===== src/rtl/pis_pkg.sv =====
package pis_pkg;

  // Selected interrupt source, in descending priority after SEL_NONE
  typedef enum logic [2:0] {
    SEL_NONE   = 3'd0,
    SEL_ILL    = 3'd1,
    SEL_PRIV   = 3'd2,
    SEL_TRAP   = 3'd3,
    SEL_UNIMPL = 3'd4,
    SEL_FPE    = 3'd5,
    SEL_IMP    = 3'd6
  } sel_e;

  // Syndrome word, bit 11 down to bit 0
  typedef struct packed {
    logic [2:0] crField;   // 11:9
    logic       cmpHit;    // 8
    logic       crUpd;     // 7
    logic       imprecise; // 6
    logic       auxInst;   // 5
    logic       fpInst;    // 4
    logic       unimpl;    // 3
    logic       trap;      // 2
    logic       priv;      // 1
    logic       illegal;   // 0
  } syndrome_t;

  localparam int SYN_W = $bits(syndrome_t);

  // Strobes from control to datapath
  typedef struct packed {
    logic load;
    sel_e sel;
    logic capPend;
    logic capUseRfi;
  } strobes_t;

endpackage


===== src/rtl/pis_ctrl.sv =====
module pis_ctrl
  import pis_pkg::*;
#(
  parameter int MSW_W     = 32,
  parameter int FE_HI_BIT = 11,
  parameter int FE_LO_BIT = 8
) (
  input  logic             clk,
  input  logic             rst_n,
  input  logic             takeIrq,
  input  logic             causeIll,
  input  logic             causePriv,
  input  logic             causeTrap,
  input  logic             causeUnimpl,
  input  logic             causeFpe,
  input  logic [MSW_W-1:0] mswCur,
  input  logic             mswWrEn,
  input  logic [MSW_W-1:0] mswWrData,
  input  logic             mswWrIsRfi,
  input  logic             fpSummary,
  output strobes_t         strobes,
  output logic             impReq
);

  logic [1:0] feOld;
  logic [1:0] feNew;
  logic       detect;
  sel_e       selNow;
  logic       loadNow;

  assign feOld  = {mswCur[FE_HI_BIT], mswCur[FE_LO_BIT]};
  assign feNew  = {mswWrData[FE_HI_BIT], mswWrData[FE_LO_BIT]};
  assign detect = mswWrEn && fpSummary && (feOld == 2'b00) && (feNew != 2'b00);

  // Fixed-priority cause selection
  always_comb begin
    if (causeIll)         selNow = SEL_ILL;
    else if (causePriv)   selNow = SEL_PRIV;
    else if (causeTrap)   selNow = SEL_TRAP;
    else if (causeUnimpl) selNow = SEL_UNIMPL;
    else if (causeFpe)    selNow = SEL_FPE;
    else if (impReq)      selNow = SEL_IMP;
    else                  selNow = SEL_NONE;
  end

  assign loadNow = takeIrq && (selNow != SEL_NONE);

  always_comb begin
    strobes.load      = loadNow;
    strobes.sel       = selNow;
    strobes.capPend   = detect;
    strobes.capUseRfi = mswWrIsRfi;
  end

  // Pending imprecise request; a fresh detection wins over a clear
  always_ff @(posedge clk) begin
    if (!rst_n)                            impReq <= 1'b0;
    else if (detect)                       impReq <= 1'b1;
    else if (loadNow && selNow == SEL_IMP) impReq <= 1'b0;
  end

endmodule


===== src/rtl/pis_dpath.sv =====
module pis_dpath
  import pis_pkg::*;
#(
  parameter int ADDR_W = 32,
  parameter int MSW_W  = 32,
  parameter int CE_BIT = 17,
  parameter int ME_BIT = 12,
  parameter int DE_BIT = 9
) (
  input  logic              clk,
  input  logic              rst_n,
  input  strobes_t          strobes,
  input  logic              instIsFp,
  input  logic              instIsAux,
  input  logic              instCrUpd,
  input  logic              instIsCmp,
  input  logic [2:0]        instCrField,
  input  logic [ADDR_W-1:0] faultAddr,
  input  logic [MSW_W-1:0]  mswCur,
  input  logic [ADDR_W-1:0] nextAddr,
  input  logic [ADDR_W-1:0] rfiTarget,
  output logic [ADDR_W-1:0] saveAddr,
  output logic [MSW_W-1:0]  saveMsw,
  output logic [MSW_W-1:0]  mswNew,
  output logic [SYN_W-1:0]  syndrome
);

  localparam logic [MSW_W-1:0] KEEP_MASK =
    (MSW_W'(1) << CE_BIT) | (MSW_W'(1) << ME_BIT) | (MSW_W'(1) << DE_BIT);

  logic [ADDR_W-1:0] pendAddr;
  syndrome_t         synNext;
  logic [ADDR_W-1:0] addrNext;
  logic              precise;

  assign precise = (strobes.sel != SEL_IMP) && (strobes.sel != SEL_NONE);

  always_comb begin
    synNext           = '0;
    synNext.illegal   = (strobes.sel == SEL_ILL);
    synNext.priv      = (strobes.sel == SEL_PRIV);
    synNext.trap      = (strobes.sel == SEL_TRAP);
    synNext.unimpl    = (strobes.sel == SEL_UNIMPL);
    synNext.fpInst    = precise && instIsFp;
    synNext.auxInst   = precise && instIsAux;
    synNext.imprecise = (strobes.sel == SEL_IMP);
    if (strobes.sel == SEL_FPE) begin
      synNext.crUpd   = instCrUpd;
      synNext.cmpHit  = instIsCmp;
      synNext.crField = instCrField;
    end
  end

  assign addrNext = (strobes.sel == SEL_IMP) ? pendAddr : faultAddr;

  always_ff @(posedge clk) begin
    if (!rst_n) pendAddr <= '0;
    else if (strobes.capPend) pendAddr <= strobes.capUseRfi ? rfiTarget : nextAddr;
  end

  always_ff @(posedge clk) begin
    if (!rst_n) begin
      saveAddr <= '0;
      saveMsw  <= '0;
      mswNew   <= '0;
      syndrome <= '0;
    end else if (strobes.load) begin
      saveAddr <= addrNext;
      saveMsw  <= mswCur;
      mswNew   <= mswCur & KEEP_MASK;
      syndrome <= synNext;
    end
  end

endmodule


===== src/rtl/prog_irq_save.sv =====
module prog_irq_save
  import pis_pkg::*;
#(
  parameter int ADDR_W    = 32,
  parameter int MSW_W     = 32,
  parameter int CE_BIT    = 17,
  parameter int ME_BIT    = 12,
  parameter int DE_BIT    = 9,
  parameter int FE_HI_BIT = 11,
  parameter int FE_LO_BIT = 8
) (
  input  logic              clk,
  input  logic              rst_n,
  input  logic              takeIrq,
  input  logic              causeIll,
  input  logic              causePriv,
  input  logic              causeTrap,
  input  logic              causeUnimpl,
  input  logic              causeFpe,
  input  logic              instIsFp,
  input  logic              instIsAux,
  input  logic              instCrUpd,
  input  logic              instIsCmp,
  input  logic [2:0]        instCrField,
  input  logic [ADDR_W-1:0] faultAddr,
  input  logic [MSW_W-1:0]  mswCur,
  input  logic              mswWrEn,
  input  logic [MSW_W-1:0]  mswWrData,
  input  logic              mswWrIsRfi,
  input  logic [ADDR_W-1:0] nextAddr,
  input  logic [ADDR_W-1:0] rfiTarget,
  input  logic              fpSummary,
  output logic              impReq,
  output logic [ADDR_W-1:0] saveAddr,
  output logic [MSW_W-1:0]  saveMsw,
  output logic [MSW_W-1:0]  mswNew,
  output logic [11:0]       syndrome
);

  strobes_t strobes;

  pis_ctrl #(
    .MSW_W(MSW_W), .FE_HI_BIT(FE_HI_BIT), .FE_LO_BIT(FE_LO_BIT)
  ) u_ctrl (
    .clk(clk), .rst_n(rst_n), .takeIrq(takeIrq),
    .causeIll(causeIll), .causePriv(causePriv), .causeTrap(causeTrap),
    .causeUnimpl(causeUnimpl), .causeFpe(causeFpe),
    .mswCur(mswCur), .mswWrEn(mswWrEn), .mswWrData(mswWrData),
    .mswWrIsRfi(mswWrIsRfi), .fpSummary(fpSummary),
    .strobes(strobes), .impReq(impReq)
  );

  pis_dpath #(
    .ADDR_W(ADDR_W), .MSW_W(MSW_W),
    .CE_BIT(CE_BIT), .ME_BIT(ME_BIT), .DE_BIT(DE_BIT)
  ) u_dpath (
    .clk(clk), .rst_n(rst_n), .strobes(strobes),
    .instIsFp(instIsFp), .instIsAux(instIsAux), .instCrUpd(instCrUpd),
    .instIsCmp(instIsCmp), .instCrField(instCrField),
    .faultAddr(faultAddr), .mswCur(mswCur),
    .nextAddr(nextAddr), .rfiTarget(rfiTarget),
    .saveAddr(saveAddr), .saveMsw(saveMsw), .mswNew(mswNew),
    .syndrome(syndrome)
  );

endmodule


===== config.mk =====
export PLATFORM = sky130hd
export DESIGN_NAME = prog_irq_save
export DESIGN_NICKNAME = d
export VERILOG_FILES = /design/src/rtl/pis_pkg.sv /design/src/rtl/pis_ctrl.sv /design/src/rtl/pis_dpath.sv /design/src/rtl/prog_irq_save.sv
export SDC_FILE = /design/constraint.sdc
export NUM_CORES = 1
export LEC_CHECK = 0
export BUFFER_PORTS_ARGS = -buffer_cell sky130_fd_sc_hd__buf_2
export CORE_MARGIN = 2
export CORE_UTILIZATION = 40
export DETAILED_ROUTE_END_ITERATION = 10
export PLACE_DENSITY = 0.74
export SLEW_MARGIN = 20
export SYNTH_ARGS = -nofsm -noshare
export SYNTH_HDL_FRONTEND = slang
export SYNTH_SLANG_ARGS = --single-unit

===== constraint.sdc =====
create_clock -name clk -period 1.8 [get_ports clk]
set_input_delay 0.27 -clock clk [delete_from_list [all_inputs] [get_ports clk]]
set_output_delay 0.27 -clock clk [all_outputs]
set_load 0.1 [all_outputs]

## Yosys cells after proc, flatten, opt, wreduce, memory -nomap -nowiden

Index checks and enable logic that the tools add are counted.

| word-level totals | value |
|---|---|
| logic and storage cells | 36 |
| input port bits | 178 |
| register bits | 112 |

| cells by class | value |
|---|---|
| multiplexer cells | 11 |
| reduce and logical (&&, ||, !) cells | 12 |
| eq/ne operators | 7 |

Operator list:

| cell | number |
|---|---|
| $mux W32 | 2 |
| $mux W3 | 6 |
| $eq A3 B3 Y1 const B | 3 |
| $logic_and A1 B1 Y1 | 8 |
| $eq A3 B2 Y1 const B | 2 |
| $mux W5 | 1 |
| $reduce_bool A2 Y1 | 2 |
| $eq A3 B1 Y1 const B | 1 |
| $ne A3 B3 Y1 const B | 1 |
| $reduce_bool A3 Y1 | 1 |
| $logic_not A2 Y1 | 1 |
| $mux W1 | 2 |

## Longest topological paths before layout

Gate-level depths: netlist (run 1).

| logic depth | value |
|---|---|
| word-level depth | 11 |
| mapped depth | 6 |

## Hierarchy

From an unflattened synthesis (run 1), not the netlist that was laid out.

| unflattened totals | value |
|---|---|
| cell total of the unflattened synthesis | 529 |
| area total of the unflattened synthesis | 4962.3 µm² |

Modules (own cells, without submodules):

| module | area each (µm²) | sequential area each (µm²) | cells each | instances |
|---|---|---|---|---|
| pis_dpath | 4813.4 | 2162.1 | 509 | 1 |
| pis_ctrl | 148.9 | 20.0 | 20 | 1 |

## Least setup slack after synthesis (run 1)

No wires, ideal clock.

| path | value |
|---|---|
| path type | register to register |
| start point | register u_ctrl.impReq |
| end point | register u_dpath.saveAddr[1] |
| data required time | 1.681 ns |
| clock period less this slack | 2.156 ns |
| setup slack | -0.356 ns |
| data arrival time | 2.037 ns |
| buffers on the path | 1 |
| library setup time | 0.119 ns |
| cell stages (with the launch flop) | 5 |
| cell sequence | dfxtp_1 nand2_1 clkbuf_1 o41a_2 o221a_2 |

| between the ends | value |
|---|---|
| word-level cells in the longest chain between the ends | 8 |
| elaborated cells between the ends (all ways) | 10 |
| those cells by class | eq/ne (1); mux (7); reduce/logical (2) |

Ends and longest elaborated chain:

| item | RTL line | text |
|---|---|---|
| from (decl) | pis_ctrl.sv:22 | `output logic impReq` |
| from (signal assigned) | pis_ctrl.sv:57 | `if (!rst_n) impReq <= 1'b0;` |
| from (signal assigned) | pis_ctrl.sv:58 | `else if (detect) impReq <= 1'b1;` |
| from (signal assigned) | pis_ctrl.sv:59 | `else if (loadNow && selNow == SEL_IMP) impReq <= 1'b0;` |
| $mux W3 (*) | pis_ctrl.sv:42 | `else if (impReq) selNow = SEL_IMP;` |
| $mux W3 (*) | pis_ctrl.sv:41 | `else if (causeFpe) selNow = SEL_FPE;` |
| $mux W3 (*) | pis_ctrl.sv:40 | `else if (causeUnimpl) selNow = SEL_UNIMPL;` |
| $mux W3 (*) | pis_ctrl.sv:39 | `else if (causeTrap) selNow = SEL_TRAP;` |
| $mux W3 (*) | pis_ctrl.sv:38 | `else if (causePriv) selNow = SEL_PRIV;` |
| $mux W3 (*) | pis_ctrl.sv:37 | `if (causeIll) selNow = SEL_ILL;` |
| $eq A3 B3 Y1 / $reduce_bool A3 Y1 (equally long branches) | pis_dpath.sv:54, pis_ctrl.sv:46 |  |
| $mux W32 / $logic_and A1 B1 Y1 (equally long branches) | pis_dpath.sv:54, pis_ctrl.sv:46 |  |
| to (signal assigned) | pis_dpath.sv:68 | `saveAddr <= addrNext;` |
| to (decl) | pis_dpath.sv:22 | `output logic [ADDR_W-1:0] saveAddr,` |

Mark *: on every way between the ends. The rest lies on a longest branch, timed or not.
A chain may end at the register's enable or synchronous reset.

## Final worst setup path (run 1)

| path | value |
|---|---|
| start point | input causeUnimpl |
| end point | register u_dpath.saveAddr[1] |

| between the ends | value |
|---|---|
| word-level cells in the longest chain between the ends | 6 |
| elaborated cells between the ends (all ways) | 8 |
| those cells by class | eq/ne (1); mux (5); reduce/logical (2) |

Ends and longest elaborated chain:

| item | RTL line | text |
|---|---|---|
| from (decl) | prog_irq_save.sv:18 | `input logic causeUnimpl,` |
| $mux W3 (*) | pis_ctrl.sv:40 |  |
| $mux W3 (*) | pis_ctrl.sv:39 |  |
| $mux W3 (*) | pis_ctrl.sv:38 |  |
| $mux W3 (*) | pis_ctrl.sv:37 |  |
| $eq A3 B3 Y1 / $reduce_bool A3 Y1 (equally long branches) | pis_dpath.sv:54, pis_ctrl.sv:46 |  |
| $mux W32 / $logic_and A1 B1 Y1 (equally long branches) | pis_dpath.sv:54, pis_ctrl.sv:46 |  |

Marks and branches as above.

==> out/summary.txt, run 1 <==
hold-fix buffers at CTS - 0
maximum VDD drop - 0.433 mV
origin of the critical flop-to-flop path - u_ctrl.impReq
part of the total power dissipated in combinational logic - 0.289
number of different library cells in the post-synthesis netlist - 33
die span in x - 116 um
Area growth, synth to finish - 29.7%
number of synthesized flops with an enable pin - 0
power density over the cells - 979 nW/um^2
count of routing violations after the opening detailed-route iteration - 252
clock sink count - 109
Crit Path Class - input pin to register
sequential standard cell area - 2180 um^2
Tightest Pin Transition - 0.515 ns
area enclosed by the die boundary - 13500 um^2
share of synthesized cell area in full adder, half adder and majority cells - 0
hold path startpoint - mswCur[21]
CTS tree - yes
highest-count cells in the layout ignoring fill and taps - 226 x sky130_fd_sc_hd__buf_2, 108 x sky130_fd_sc_hd__dfxtp_1, 77 x sky130_fd_sc_hd__nand2_1, 70 x sky130_fd_sc_hd__mux2i_1, 35 x sky130_fd_sc_hd__a21oi_1
nature of the critical path endpoint - register
type of the tightest min-delay check - input pin to register
fillers - 1116
cell type with the highest aggregate area in the netlist - sky130_fd_sc_hd__dfxtp_1
end point of the worst hold path - u_dpath.saveMsw[21]
number of cells traversed by the worst register-to-register path - 4
largest family of logic cells by synthesized area - compound AO/OA/AOI/OAI gates
multi-input gate area in the final layout - 2460 um^2
skew final - 0.00810 ns
DR DRC count - 0
Routability Congestion - 0.731
Static Leakage - 0.00305 uW
half-perimeter wire length of the detailed placement result - 10300 um
number of antenna violations at the first check in global routing - 1
compound-gate portion of the synthesized area - 0.241
CP max FO - 33
number of non-filler instances in the completed layout - 882
Hold Path Stages - 3
count of endpoints failing setup in the final report - 0
arrival time at the worst endpoint - 1.72 ns
share of synthesized registers carrying an async set or reset - 0
cell total after placement - 867
design internal power - 4020 uW
end-of-flow core utilization - 0.537
largest net degree at the start of global routing - 43
initial core utilization - 0.414
reg-to-reg slack, setup - 0.41 ns
CTS H-Tree Depth - 3
endpoints failing hold - 0
count of boundary I/O pins - 287
post-CTS setup buffer count - 0
post-layout min period - 1.49 ns
Switch Pwr - 2350 uW
routed length per instance - 15.7 um
clk buf depth - 2
routed via count divided by cell count - 5.21
clock latency on the worst-skew pair - 0.34 ns
quantity of I/O buffers inserted on ports - 227
post-synthesis cell area - 5020 um^2
Overflow after GRT - 0
max-slew violation count - 0
first-pass GRT wire length - 21100 um
synthesized area divided by synthesized cell count - 9.85 um^2
Resize count post-CTS - 0
fraction of final layout cells with drive strength greater than 1 - 0.426
standard-cell row count - 40
cell area after placement - 6230 um^2
area share of the largest cell type after synthesis - 0.435
switching fraction of total power - 0.370
Synth Instances - 509
startpoint type of the worst setup path - input pin
status - completed
Sequential Power Share - 0.409
# Max-Cap Violations - 0
total power draw - 6370 uW
reg-to-reg endpoint - u_dpath.saveMsw[25]
sequential share of the synthesized area - 0.435
Synth warnings - 0
Worst-path clk slew - 0.07 ns
headroom to the max-slew limit - 0.659
Main synth FF type - sky130_fd_sc_hd__dfxtp_1
master cell of the clock root buffer - sky130_fd_sc_hd__clkbuf_16
unrepaired setup endpoints after global routing - no
Initial DRT Pass Iterations - 4
Layout Cell Area excl Fill - 6510 um^2
number of buffers created by CTS - 9
via count of the first global-routing pass - 4357
part of the cycle the worst path needs - 0.826
total global-route track usage - 0.198
total inserted antenna cells - 0
FF+latch count, synth - 109
vertical extent of the die - 116 um
count of nets left with antenna violations after detail routing - 0
parity-gate share of the synthesized area counting xor and xnor cells - 0
multiplexer area fraction after synthesis - 0.140
drt total wl - 13800 um
most common cell after layout, fill and taps aside - sky130_fd_sc_hd__buf_2
Achievable Freq - 0.672 GHz
Synth area leaders - sky130_fd_sc_hd__dfxtp_1 44%, sky130_fd_sc_hd__mux2i_1 14%, sky130_fd_sc_hd__o221a_2 7.2%
count of vias placed by the detailed router - 4593
proportion of power drawn by the clock network - 0.302
Std-Cell Core Area - 12100 um^2
required time of the worst setup path - 2.03 ns
final net count - 888
fraction of the mapped netlist area in simple logic gates - 0.0816
setup tns final - 0 ns
worst max-delay path, stage by stage:
cell,delay (ns)
sky130_fd_sc_hd__buf_2,0.12
sky130_fd_sc_hd__or4_4,0.75
sky130_fd_sc_hd__o41a_2,0.45
sky130_fd_sc_hd__o221a_2,0.13
logic make-up after synthesis:
logic type,count (synthesis)
flip-flops,109
AND/OR/NAND/NOR,96
AO/OA/AOI/OAI,141
multiplexers,70
other,1
buffers and inverters,92
metrics by stage:
stage               worst slack (ns)  hold slack (ns)
detailed placement           -0.0258            0.450
global route                   0.287            0.164
global placement          -0.0000688            0.439
floorplan                     0.0275            0.412
CTS                            0.329            0.160
finish                         0.312            0.170
registers in the layout, indices dropped and copies added, names as in the netlist:
| signal | flops |
|---|---|
| u_dpath.pendAddr | 32 |
| u_dpath.saveAddr | 32 |
| u_dpath.saveMsw | 32 |
| u_dpath.syndrome | 12 |
| u_ctrl.impReq | 1 |
power by group through the flow:
stage | clock [uW] | combinational (uW) | sequential, uW
2_1_floorplan | 0 | 746 | 3420
3_3_place_gp | 0 | 1820 | 2650
3_5_place_dp | 0 | 1850 | 2660
4_1_cts | 1960 | 1850 | 2600
5_1_grt | 2060 | 1920 | 2620
6_report | 1920 | 1840 | 2600
synth_stat cells (all sizes together) (3+ instances only):
cell type and instances:
buf 51, a31oi 3, o221a 32, dfxtp 109
nand2 77, a211oi 32, inv 3, nand4 3
nand3 5, o41a 32, mux2i 70, clkbuf 37
a21oi 35
routing by layer:
| layer | up-vias | part of all wire | global-route usage |
|---|---|---|---|
| li1 | 2229 | - | - |
| met1 | 2162 | 0.42 | 0.239 |
| met2 | 183 | 0.50 | 0.354 |
| met3 | 17 | 0.062 | 0.0413 |
| met4 | 2 | 0.012 | 0.0579 |
| met5 | - | 0.00094 | 0 |
how the worst max path moves through the flow:
| stage | start | to | slack (ns) |
|---|---|---|---|
| finish | causeUnimpl | u_dpath.saveAddr[1] | 0.31 |
| global route | causeUnimpl | u_dpath.saveAddr[31] | 0.29 |
| CTS | causeUnimpl | u_dpath.saveAddr[31] | 0.33 |
| detailed placement | causeUnimpl | u_dpath.saveAddr[31] | -0.03 |
| global placement | causeUnimpl | u_dpath.saveAddr[0] | -0.00007 |
| floorplan | u_ctrl.impReq | u_dpath.saveAddr[1] | 0.03 |
area by class of cell:
class	instances	share of cell area
Multi-Input combinational cell	336	0.377
Inverter	4	0.00231
Sequential cell	109	0.336
Timing Repair Buffer	250	0.209
Tap cell	168	0.0323
Clock buffer	10	0.0352
Clock inverter	5	0.00808
No activity file was read; power rests on OpenSTA's default activity.
==> inputs of run 2 (changes only) <==
==> constraint.sdc (replaced) <==
create_clock -name clk -period 1.4 [get_ports clk]
set_input_delay 0.21 -clock clk [delete_from_list [all_inputs] [get_ports clk]]
set_output_delay 0.21 -clock clk [all_outputs]
set_load 0.1 [all_outputs]
==> run 2 against run 1 <==
Cell count grew 2.7%; sequential power up 29%; count of clock-buffer cells in the layout increased by 2; hold slack worse by 0.064 ns; design area is 4.9% higher; largest cell class unchanged; die area stayed put; clock skew hardly changed; critical path type is now register to primary output; flip-flop and latch count stayed put.
==> out/summary.txt, run 2 (same netlist as run 1, synthesis figures left out) <==
startpoint type of the worst setup path - register (was input pin)
Area growth, synth to finish - 36.0% (was 29.7%)
largest net degree at the start of global routing - 42 (was 43)
start point of the critical path - u_dpath.syndrome[1] (was causeUnimpl)
count of nets left with antenna violations after detail routing - 0 (unchanged)
number of antenna violations at the first check in global routing - 1 (unchanged)
hold-fix buffers at CTS - 0 (unchanged)
half-perimeter wire length of the detailed placement result - 10700 um (was 10300 um)
area enclosed by the die boundary - 13500 um^2 (unchanged)
endpoints failing hold - 0 (unchanged)
Achievable Freq - 0.735 GHz
CTS tree - yes (unchanged)
required time of the worst setup path - 1.19 ns (was 2.03 ns)
clock sink count - 109 (unchanged)
die span in x - 116 um (unchanged)
vertical extent of the die - 116 um (unchanged)
master cell of the clock root buffer - sky130_fd_sc_hd__clkbuf_16 (unchanged)
delay of the slowest cell on the worst path - 0.45 ns (was 0.75 ns)
DR DRC count - 0 (unchanged)
routed length per instance - 16.0 um (was 15.7 um)
count of vias placed by the detailed router - 4702 (was 4593)
standard-cell row count - 40 (unchanged)
maximum VDD drop - 0.903 mV (was 0.433 mV)
count of endpoints failing setup in the final report - 0 (unchanged)
routed via count divided by cell count - 5.19 (was 5.21)
headroom to the max-slew limit - 0.661 (was 0.659)
highest-count cells in the layout ignoring fill and taps - 224 x sky130_fd_sc_hd__buf_2, 104 x sky130_fd_sc_hd__dfxtp_1, 77 x sky130_fd_sc_hd__nand2_1, 70 x sky130_fd_sc_hd__mux2i_1 (was 226 x sky130_fd_sc_hd__buf_2, 108 x sky130_fd_sc_hd__dfxtp_1, 77 x sky130_fd_sc_hd__nand2_1, 70 x sky130_fd_sc_hd__mux2i_1, 35 x sky130_fd_sc_hd__a21oi_1)
initial core utilization - 0.414 (unchanged)
hold path startpoint - mswCur[31] (was mswCur[21])
reg-to-reg slack, setup - 0.07 ns (was 0.41 ns)
type of the tightest min-delay check - input pin to register (unchanged)
Max stage delay cell, worst path - sky130_fd_sc_hd__buf_2 (was sky130_fd_sc_hd__or4_4)
Initial DRT Pass Iterations - 4 (unchanged)
Std-Cell Core Area - 12100 um^2 (unchanged)
drt total wl - 14500 um (was 13800 um)
skew final - 0.00820 ns (was 0.00810 ns)
status - completed (unchanged)
post-placement worst setup slack - -0.284 ns (was -0.0258 ns)
Worst-path clk slew - 0.07 ns (about the same)
Static Leakage - 0.00320 uW (was 0.00305 uW)
quantity of I/O buffers inserted on ports - 227 (unchanged)
max-slew violation count - 0 (unchanged)
Routability Congestion - 0.771 (was 0.731)
first-pass GRT wire length - 21500 um (was 21100 um)
crit path cell chain - buf_2 (was buf_2 -> or4_4 -> o41a_2 -> o221a_2)
buffering stage count on the worst path with inverters included - 1 (unchanged)
number of buffers created by CTS - 9 (unchanged)
most common cell after layout, fill and taps aside - sky130_fd_sc_hd__buf_2 (unchanged)
count of boundary I/O pins - 287 (unchanged)
nature of the critical path endpoint - primary output (was register)
final net count - 910 (was 888)
via count of the first global-routing pass - 4428 (was 4357)
# Max-Cap Violations - 0 (unchanged)
count of routing violations after the opening detailed-route iteration - 231 (was 252)
unrepaired setup endpoints after global routing - no (unchanged)
power density over the cells - 1250 nW/um^2 (was 979 nW/um^2)
origin of the critical flop-to-flop path - u_ctrl.impReq (unchanged)
Crit Path Class - register to primary output (was input pin to register)
arrival time at the worst endpoint - 1.15 ns (was 1.72 ns)
post-layout min period - 1.36 ns
CP max FO - 3 (was 33)
largest registers - u_dpath.pendAddr: 32 flops, u_dpath.saveAddr: 32 flops, u_dpath.saveMsw: 32 flops (unchanged)
clock latency on the worst-skew pair - 0.35 ns (was 0.34 ns)
fraction of final layout cells with drive strength greater than 1 - 0.449 (was 0.426)
Tightest Pin Transition - 0.513 ns (was 0.515 ns)
CTS H-Tree Depth - 3 (unchanged)
Largest delay share family, worst path - buffers and inverters (was simple AND/OR/NAND/NOR gates)
part of the cycle the worst path needs - 0.971
worst path setup slack after routing - 0.0402 ns (was 0.312 ns)
Overflow after GRT - 0 (unchanged)
clk buf depth - 2 (unchanged)
end-of-flow core utilization - 0.563 (was 0.537)
total global-route track usage - 0.204 (was 0.198)
## run 2: power breakdown
group / internal [uW] / switching [uW]
Sequential: 3260 / 89.1
Clock: 1550 / 1140
Combinational: 594 / 1860
Total: 5410 / 3090
## run 2: final timing paths
check,endpoint,depth (start not counted)
worst max-delay path,syndrome[1],1
worst min-delay path,u_dpath.saveMsw[31],3
worst max register to register,u_dpath.saveAddr[22],5
worst min register to register,u_dpath.syndrome[10],2
## run 2: timing repair
item,in CTS,in global routing
setup endpoints to repair,0,10
setup buffers,0,5
gates resized for setup,0,2
## run 2: cell type report
type                    instances  area [um^2]
clock buffers                  12          268
repair buffers                272         1630
diodes                          1         2.50
clock inverters                 4         53.8
inverters                       4         15.0
multi-input cells             336         2460
flip-flops and latches        109         2190
well taps                     168          210
fillers                      1105         5290
## run 2: per-stage QoR
step	instances	TNS, ns	power (uW)	hold WS, ns	instance area, um^2
2_1_floorplan	537	-3.68	5360	0.345	5160
3_3_place_gp	883	-10.83	5820	0.440	6430
3_5_place_dp	883	-14.26	5860	0.448	6430
4_1_cts	899	0	8540	0.0902	6750
5_1_grt	905	0	8780	0.0954	6820
6_report	906	0	8500	0.106	6820
## run 2: per-layer routing
layer | track usage | vias to the layer above | share of wire
met2 | 0.363 | 210 | 0.49
met3 | 0.0560 | 25 | 0.080
met1 | 0.237 | 2182 | 0.41
met5 | 0 | - | 0
li1 | - | 2285 | -
met4 | 0.0690 | 0 | 0.021
==> inputs of run 3 (changes only) <==
--- a/config.mk
+++ b/config.mk
@@ -10,6 +10,7 @@
 export CORE_UTILIZATION = 40
 export DETAILED_ROUTE_END_ITERATION = 10
 export PLACE_DENSITY = 0.74
+export REMOVE_ABC_BUFFERS = 1
 export SLEW_MARGIN = 20
 export SYNTH_ARGS = -nofsm -noshare
 export SYNTH_HDL_FRONTEND = slang
==> run 3 against run 2 <==
Count of clock-buffer cells in the layout is 2 lower; hold slack improved by 0.0086 ns; flip-flop and latch count is the same; routed wire length decreased by 2.2%; die area is the same; non-clock buffer count is 11 lower.
==> out/summary.txt, run 3 (same netlist as run 1, synthesis figures left out) <==
endpoints failing hold - 0 (unchanged)
clk buf depth - 2 (unchanged)
number of buffers created by CTS - 9 (unchanged)
drt total wl - 14200 um (was 14500 um)
half-perimeter wire length of the detailed placement result - 10500 um (was 10700 um)
cell area after placement - 6350 um^2 (was 6430 um^2)
Achievable Freq - 0.748 GHz (was 0.735 GHz)
routed length on met2 - 7320 um (was 7120 um)
Crit Path Class - input pin to register (was register to primary output)
multi-input gate area in the final layout - 2460 um^2 (unchanged)
final net count - 899 (was 910)
standard-cell row count - 40 (unchanged)
CP max FO - 33 (was 3)
crit path cell chain - buf_2 -> or4_4 -> buf_12 -> o41a_2 -> o221a_2 (was buf_2)
detailed route wirelength on metal3 - 868 um (was 1150 um)
total global-route track usage - 0.209 (was 0.204)
unrepaired setup endpoints after global routing - no (unchanged)
arrival time at the worst endpoint - 1.57 ns (was 1.15 ns)
skew final - 0.00943 ns (was 0.00820 ns)
startpoint type of the worst setup path - input pin (was register)
CTS H-Tree Depth - 3 (unchanged)
master cell of the clock root buffer - sky130_fd_sc_hd__clkbuf_16 (unchanged)
most common cell after layout, fill and taps aside - sky130_fd_sc_hd__buf_2 (unchanged)
count of boundary I/O pins - 287 (unchanged)
quantity of I/O buffers inserted on ports - 227 (unchanged)
Area growth, synth to finish - 33.2% (was 36.0%)
Largest delay share family, worst path - simple AND/OR/NAND/NOR gates (was buffers and inverters)
routed length per instance - 15.8 um (was 16.0 um)
area enclosed by the die boundary - 13500 um^2 (unchanged)
count of nets left with antenna violations after detail routing - 0 (unchanged)
clock sink count - 109 (unchanged)
maximum VDD drop - 0.784 mV (was 0.903 mV)
Initial DRT Pass Iterations - 5 (was 4)
initial core utilization - 0.414 (unchanged)
routed via count divided by cell count - 5.19 (about the same)
delay of the slowest cell on the worst path - 0.54 ns (was 0.45 ns)
Worst-path clk slew - 0.08 ns (was 0.07 ns)
buffering stage count on the worst path with inverters included - 2 (was 1)
worst path setup slack after routing - 0.0625 ns (was 0.0402 ns)
cell total after placement - 877 (was 883)
part of the cycle the worst path needs - 0.955 (was 0.971)
nature of the critical path endpoint - register (was primary output)
Overflow after GRT - 0 (unchanged)
max-slew violation count - 0 (unchanged)
required time of the worst setup path - 1.63 ns (was 1.19 ns)
number of antenna violations at the first check in global routing - 0 (was 1)
post-layout min period - 1.34 ns (was 1.36 ns)
count of endpoints failing setup in the final report - 0 (unchanged)
die span in x - 116 um (unchanged)
highest metal layer used by the detailed router - met4 (unchanged)
Routability Congestion - 0.754 (was 0.771)
sequential standard cell area - 2180 um^2 (was 2190 um^2)
fraction of final layout cells with drive strength greater than 1 - 0.435 (was 0.449)
largest net degree at the start of global routing - 36 (was 42)
count of vias placed by the detailed router - 4639 (was 4702)
clock latency on the worst-skew pair - 0.34 ns (was 0.35 ns)
# Max-Cap Violations - 0 (unchanged)
largest registers - u_dpath.pendAddr: 32 flops, u_dpath.saveAddr: 32 flops, u_dpath.saveMsw: 32 flops (unchanged)
via count of the first global-routing pass - 4584 (was 4428)
DR DRC count - 0 (unchanged)
Min Hold Slack - 0.115 ns (was 0.106 ns)
total inserted antenna cells - 0 (was 1)
post-placement worst setup slack - -0.281 ns (was -0.284 ns)
Std-Cell Core Area - 12100 um^2 (unchanged)
CTS tree - yes (unchanged)
power density over the cells - 1250 nW/um^2 (about the same)
first-pass GRT wire length - 22200 um (was 21500 um)
status - completed (unchanged)
Max stage delay cell, worst path - sky130_fd_sc_hd__or4_4 (was sky130_fd_sc_hd__buf_2)
count of routing violations after the opening detailed-route iteration - 225 (was 231)
number of non-filler instances in the completed layout - 894 (was 906)
wire length the detailed router placed on met1 - 5840 um (was 5890 um)
end-of-flow core utilization - 0.552 (was 0.563)
Static Leakage - 0.00313 uW (was 0.00320 uW)
vertical extent of the die - 116 um (unchanged)
fillers - 1111 (was 1105)
post-CTS setup buffer count - 0 (unchanged)
type of the tightest min-delay check - input pin to register (unchanged)
Layout Cell Area excl Fill - 6680 um^2 (was 6820 um^2)
highest-count cells in the layout ignoring fill and taps - 225 x sky130_fd_sc_hd__buf_2, 108 x sky130_fd_sc_hd__dfxtp_1, 77 x sky130_fd_sc_hd__nand2_1, 70 x sky130_fd_sc_hd__mux2i_1, 35 x sky130_fd_sc_hd__a21oi_1 (was 224 x sky130_fd_sc_hd__buf_2, 104 x sky130_fd_sc_hd__dfxtp_1, 77 x sky130_fd_sc_hd__nand2_1, 70 x sky130_fd_sc_hd__mux2i_1)
## run 3: cell count changes in the layout (fill, tap and decap cells not counted), moves of 2 or more
cell                      change
sky130_fd_sc_hd__dfxtp_1      +4
sky130_fd_sc_hd__buf_12       -2
sky130_fd_sc_hd__buf_4        -9
sky130_fd_sc_hd__dfxtp_2      -3
## run 3: final cells by class
class                      instances  share of cell area
multi-input combinational        336               0.368
sequential                       109               0.327
timing repair buffer             261               0.227
clock buffer                      10              0.0343
tap                              168              0.0315
clock inverter                     6              0.0105
inverter                           4             0.00225
## run 3: per-layer routing
layer | track usage | vias up
li1 | - | 2261
met1 | 0.251 | 2197
met2 | 0.377 | 171
met3 | 0.0450 | 10
met4 | 0.0548 | 0
met5 | 0 | -
## run 3: per-stage QoR
| step | setup TNS, ns | total power [uW] |
|---|---|---|
| 6_report | 0 | 8340 |
| 5_1_grt | 0 | 8700 |
| 4_1_cts | 0 | 8400 |
| 3_5_place_dp | -11.05 | 5840 |
| 3_3_place_gp | -10.18 | 5800 |
| 2_1_floorplan | -387.52 | 5210 |
## run 3: worst register-to-register path, cell delays in order, from the launching register on
cell and delay [ns]:
sky130_fd_sc_hd__dfxtp_2 0.36, sky130_fd_sc_hd__inv_1 0.08, sky130_fd_sc_hd__a31oi_4 0.22, sky130_fd_sc_hd__buf_6 0.17
sky130_fd_sc_hd__buf_12 0.18, sky130_fd_sc_hd__mux2i_1 0.23
## run 3: worst paths after layout
check        slack, ns  cells after the start           startpoint             endpoint
max               0.06                      5          causeUnimpl  u_dpath.saveAddr[0]
min               0.11                      3           mswCur[21]  u_dpath.saveMsw[21]
max reg2reg       0.09                      5        u_ctrl.impReq   u_dpath.saveMsw[4]
min reg2reg       0.46                      2  u_dpath.saveMsw[20]  u_dpath.saveMsw[20]
## run 3: what timing repair did
item,in CTS,in global routing
hold buffers,0,0
gates resized for setup,2,1
gates cloned,0,1
endpoints found under the setup margin,7,9
pin swaps,0,0
## run 3: power by group
group	switching [uW]	total, uW	internal [uW]	leakage [uW]
logic	1860	2420	565	0.00209
registers	86.3	3350	3260	0.000896
clock network	1160	2570	1410	0.000141
total	3110	8340	5230	0.00313
